File: src/rtl/mdm_pkg.sv
package mdm_pkg;
    localparam int BYTE_W    = 8;
    localparam int CTL_W     = 5;
    localparam int NIB_W     = 4;
    localparam int CTL_DTR   = 0;
    localparam int CTL_RTS   = 1;
    localparam int CTL_OUT1  = 2;
    localparam int CTL_OUT2  = 3;
    localparam int CTL_LOOP  = 4;

    typedef enum logic {
        MODE_DIRECT = 1'b0,
        MODE_LOOP   = 1'b1
    } mdm_mode_e;

    // line inputs as seen in status bits 7:4 (LSB = bit 4)
    typedef struct packed {
        logic dcd;
        logic ri;
        logic dsr;
        logic cts;
    } mdm_lines_t;

    // change bits as seen in status bits 3:0
    typedef struct packed {
        logic ddcd;
        logic teri;
        logic ddsr;
        logic dcts;
    } mdm_delta_t;
endpackage

File: src/rtl/mdm_ctl_reg.sv
module mdm_ctl_reg
    import mdm_pkg::*;
#(
    parameter int DW = BYTE_W,
    parameter int KEEP_W = CTL_W
) (
    input  logic          clk,
    input  logic          rst_n,
    input  logic          wr_en,
    input  logic [DW-1:0] wr_data,
    output logic [DW-1:0] rd_data,
    output logic          loop_on
);
    localparam int PAD_W = DW - KEEP_W;

    mdm_mode_e          mode_q, mode_d;
    logic [KEEP_W-2:0]  outs_q;

    // next-state logic
    always_comb begin
        mode_d = mode_q;
        unique case (mode_q)
            MODE_DIRECT: if (wr_en && wr_data[CTL_LOOP])  mode_d = MODE_LOOP;   // ENTER_LOOP
            MODE_LOOP:   if (wr_en && !wr_data[CTL_LOOP]) mode_d = MODE_DIRECT; // LEAVE_LOOP
        endcase
    end

    // state register and control outputs
    always_ff @(posedge clk) begin
        if (!rst_n) begin
            mode_q <= MODE_DIRECT;
            outs_q <= '0;
        end else begin
            mode_q <= mode_d;
            if (wr_en) outs_q <= wr_data[KEEP_W-2:0];
        end
    end

    // output process
    always_comb begin
        loop_on = (mode_q == MODE_LOOP);
        rd_data = {{PAD_W{1'b0}}, loop_on, outs_q};
    end
endmodule

File: src/rtl/mdm_line_map.sv
module mdm_line_map
    import mdm_pkg::*;
#(
    parameter int DW = BYTE_W
) (
    input  logic [DW-1:0] ctl,
    output mdm_lines_t    lines
);
    always_comb begin
        lines = '0;
        if (ctl[CTL_LOOP]) begin
            lines.cts = ctl[CTL_RTS];
            lines.dsr = ctl[CTL_DTR];
            lines.ri  = ctl[CTL_OUT1];
            lines.dcd = ctl[CTL_OUT2];
        end
    end
endmodule

File: src/rtl/mdm_delta_track.sv
module mdm_delta_track
    import mdm_pkg::*;
(
    input  logic       clk,
    input  logic       rst_n,
    input  logic       upd,
    input  mdm_lines_t new_lines,
    input  logic       rd_clr,
    output mdm_lines_t lines,
    output mdm_delta_t delta,
    output logic       any_delta
);
    mdm_lines_t lines_q;
    mdm_delta_t delta_q, delta_d, fresh;

    always_comb begin
        fresh = '0;
        if (upd) begin
            fresh.dcts = new_lines.cts ^ lines_q.cts;
            fresh.ddsr = new_lines.dsr ^ lines_q.dsr;
            fresh.ddcd = new_lines.dcd ^ lines_q.dcd;
            fresh.teri = lines_q.ri & ~new_lines.ri;
        end
        delta_d = (rd_clr ? mdm_delta_t'('0) : delta_q) | fresh;
    end

    always_ff @(posedge clk) begin
        if (!rst_n) begin
            lines_q <= '0;
            delta_q <= '0;
        end else begin
            if (upd) lines_q <= new_lines;
            delta_q <= delta_d;
        end
    end

    assign lines     = lines_q;
    assign delta     = delta_q;
    assign any_delta = |delta_q;
endmodule

File: src/rtl/mdm_loop_top.sv
module mdm_loop_top
    import mdm_pkg::*;
(
    input  logic        clk,
    input  logic        rst_n,
    input  logic        ctl_we,
    input  logic [7:0]  ctl_wdata,
    output logic [7:0]  ctl_rdata,
    input  logic        sts_we,
    input  logic [7:0]  sts_wdata,
    input  logic        sts_re,
    output logic [7:0]  sts_rdata,
    output logic        chg_pend
);
    mdm_lines_t next_lines, cur_lines;
    mdm_delta_t cur_delta;
    logic       loop_on;
    logic       sts_wr_unused;

    // the status byte has no writable bits
    assign sts_wr_unused = sts_we ^ (^sts_wdata);

    mdm_ctl_reg #(.DW(BYTE_W), .KEEP_W(CTL_W)) u_ctl (
        .clk     (clk),
        .rst_n   (rst_n),
        .wr_en   (ctl_we),
        .wr_data (ctl_wdata),
        .rd_data (ctl_rdata),
        .loop_on (loop_on)
    );

    mdm_line_map #(.DW(BYTE_W)) u_map (
        .ctl   (ctl_wdata),
        .lines (next_lines)
    );

    mdm_delta_track u_trk (
        .clk       (clk),
        .rst_n     (rst_n),
        .upd       (ctl_we),
        .new_lines (next_lines),
        .rd_clr    (sts_re),
        .lines     (cur_lines),
        .delta     (cur_delta),
        .any_delta (chg_pend)
    );

    assign sts_rdata = {cur_lines, cur_delta};
endmodule

File: config.mk
export PLATFORM = sky130hd
export DESIGN_NAME = mdm_loop_top
export DESIGN_NICKNAME = d
export VERILOG_FILES = /design/src/rtl/mdm_pkg.sv /design/src/rtl/mdm_ctl_reg.sv /design/src/rtl/mdm_line_map.sv /design/src/rtl/mdm_delta_track.sv /design/src/rtl/mdm_loop_top.sv
export SDC_FILE = /design/constraint.sdc
export NUM_CORES = 1
export LEC_CHECK = 0
export ABC_AREA = 1
export CORE_UTILIZATION = 40
export CTS_BUF_LIST = sky130_fd_sc_hd__clkbuf_2
export DETAILED_ROUTE_END_ITERATION = 12
export PLACE_DENSITY_LB_ADDON = 0.2
export SKIP_CTS_REPAIR_TIMING = 1
export SLEW_MARGIN = 0
export SYNTH_ARGS = -nofsm -noshare
export SYNTH_HDL_FRONTEND = slang
export SYNTH_HIERARCHICAL = 1
export SYNTH_SLANG_ARGS = --single-unit
export TNS_END_PERCENT = 1
File: constraint.sdc
create_clock -name clk -period 1.7 [get_ports clk]
set_input_delay 0.255 -clock clk [delete_from_list [all_inputs] [get_ports clk]]
set_output_delay 0.255 -clock clk [all_outputs]
set_load 0.01 [all_outputs]
==> impl_metrics.json <==
{
  "ys_warn_count": 6,
  "wire_per_inst_um": 8.33,
  "clockBufferDepth": 2,
  "crit_slowest_cell": "clkdlybuf4s50_1",
  "combPwrFrac_pct": 21.8,
  "grt_util_all_layers_pct": 16.3,
  "antenna_found_initial": 0,
  "boundaryPins": 38,
  "finalPower_w": 0.000627,
  "drv_slew": 0,
  "drc": 0,
  "worstSetupPathType": "flop to primary output",
  "synth_top_cell_area_share_pct": 42.7,
  "fin_crit_sh_pct": 88.6,
  "path_cells": "nor2_1 > nand2_1 > clkdlybuf4s50_1",
  "core_sq_um": 1370,
  "netlist_instances": 91,
  "synth.area.mux_share_pct": 0,
  "rsz0062_at_grt": "false",
  "chipWidth_um": 41.0,
  "cts_buffers": 3,
  "clock_sinks": 13,
  "synth.cell_area_sq_um": 609,
  "synth_ff_type": "dfxtp_1",
  "wl_mm": 1.08,
  "vias_per_cell": 4.33,
  "tritoncts": "built",
  "gp_congestion": 0.683,
  "critPathMaxFanout": 3,
  "fp.dieH_um": 41.0,
  "setup_viol": 0,
  "critPathTopFamily": "buffers and inverters",
  "layout_setup_ws_ps": 193,
  "synth-xor-area-share_pct": 0,
  "max-vdd-ir-drop_mv": 0.489,
  "fin_worst_skew_ps": 0.720,
  "synth_commonest_cells": "nand2_1, inv_1, dfxtp_1, nor2_1, a21oi_1",
  "fin_tns_setup_ps": 0,
  "path_clk_slew_ps": 110,
  "cellPowerDensity_nw_per_um2": 755,
  "max_cap_violations": 0,
  "htreeDepth": 1,
  "switchingPower_w": 0.000167,
  "postLayoutCellArea_sq_um": 831,
  "synth_top_family_by_area": "simple AND/OR/NAND/NOR gates",
  "dr.pass1.iters": 4,
  "crit_path_end_kind": "primary output",
  "diodes": 0,
  "initial_utilization_pct": 44.6,
  "clkPwrFrac_pct": 24.6,
  "drive_above_1_share_pct": 5.26,
  "grt_pass1_vias": 387,
  "area_delta_synth_final_pct": 36.3,
  "grt_max_degree": 23,
  "start_kind": "flop",
  "path_buf_inv": 1,
  "critPathRequiredTime_ps": 1440,
  "overflow": 0,
  "dp_slack_ps": 337,
  "startpoint": "u_trk/delta[0]",
  "insertion_delay_ps": 260,
  "period_minus_slack_ps": 1510,
  "drtIter0Drc": 8,
  "core.rowCount": 13,
  "yosysSeqAreaShare_pct": 42.7,
  "fmax_ghz": 0.664,
  "yosys-top-cells-area": "dfxtp_1, nand2_1, inv_1, nor2_1, a21oi_1",
  "dp_hpwl_um": 782,
  "final-hold-violation-count": 0,
  "dr_total_vias": 558,
  "ant_nets": 0,
  "async_flop_share_pct": 0,
  "synth_compound_gate_area_share_pct": 10.3,
  "synth_seq_cells": 13,
  "hp-start": "u_ctl/outs_q[2]",
  "internal_power_w": 0.000460,
  "synthSimpleGateAreaFrac_pct": 26.7,
  "r2r_start": "u_trk/lines[1]",
  "yosysMostFrequentCell": "nand2_1",
  "synth_cell_types": 11,
  "cp_data_arrival_time_ps": 1250,
  "syn_avg_cell_area_sq_um": 6.70,
  "finalNetCount": 136,
  "status": "finished, final reports clean",
  "switching_share_pct": 26.6,
  "holdWs_ps": 479,
  "grt_pass1_wl_mm": 1.70,
  "synth_top_area_cell": "dfxtp_1",
  "ctsRootBufferMaster": "clkbuf_2",
  "synth_adder_area_share_pct": 0,
  "dpl_cell_area_sq_um": 811,
  "cellLeakagePower_nw": 0.410,
  "cp_slowest_stage_delay_ps": 520,
  "hold_path.class": "flop to flop",
  "synth_edf_count": 0,
  "seqPwrFrac_pct": 53.6,
  "die_area_sq_um": 1680,
  "port_buffers": 22
}
[per-layer routing]
| layer | GRT usage (%) | part of all wire, % |
|---|---|---|
| met1 | 20.3 | 48 |
| met2 | 23.0 | 44 |
| met3 | 9.78 | 7.0 |
| met4 | 5.00 | 0 |
| met5 | 0 | 0 |
[worst min-delay path: cells and delay by family (launching register included)]
| kind | cells | cell delay (ps) |
|---|---|---|
| simple gates | 2 | 130 |
| flops | 1 | 330 |
[final timing paths]
path	endpoint	cells past startpoint	slack [ps]
hold reg to reg	u_ctl/outs_q[2]	2	480
setup reg to reg	u_trk/delta[1]	4	940
setup / recovery	chg_pend	3	190
hold / removal	u_ctl/outs_q[2]	2	480
[flip-flops by register name, indices dropped and copies added, names as in the netlist, named ones only]
| register | flops |
|---|---|
| u_ctl/outs_q | 4 |
| u_trk/delta | 4 |
| u_trk/lines | 4 |
[power by group through the flow]
stage	combinational, W	sequential [W]	clock (W)
after global routing	0.000155	0.000339	0.000179
after detailed placement	0.000137	0.000343	0
after floorplan	0.0000654	0.000350	0
final	0.000136	0.000336	0.000154
after CTS	0.000138	0.000336	0.000164
after global placement	0.000135	0.000342	0
[area by class of cell]
cell class                      instances  area, sq um
Clock buffer                            4         20.0
Timing Repair Buffer                   23          228
Fill cell                             134          536
Tap cell                               15         18.8
Sequential cell                        13          260
Multi-Input combinational cell         56          236
Inverter                               18         67.6
[logic make-up after synthesis]
family | after synthesis
other | 1
DFF | 13
buffers and inverters | 24
AOI/OAI and AO/OA | 11
and+or+nand+nor | 42
[per-stage QoR]
stage	util [%]	std cells
after floorplan	-	93
after global routing	60.8	129
after global placement	59.3	125
final	60.8	129
after CTS	60.8	129
after detailed placement	59.3	125
[layout by cell type, fill, tap and decap left out]
cell,instances
a211oi_2,1
clkdlybuf4s50_1,22
dfxtp_1,13
o21ai_0,3
conb_1,3
a21oi_1,7
nand3_1,4
inv_1,18
nor2_1,13
nand2_1,25
buf_4,1
clkbuf_2,4
No activity file was read; power rests on OpenSTA's default activity.
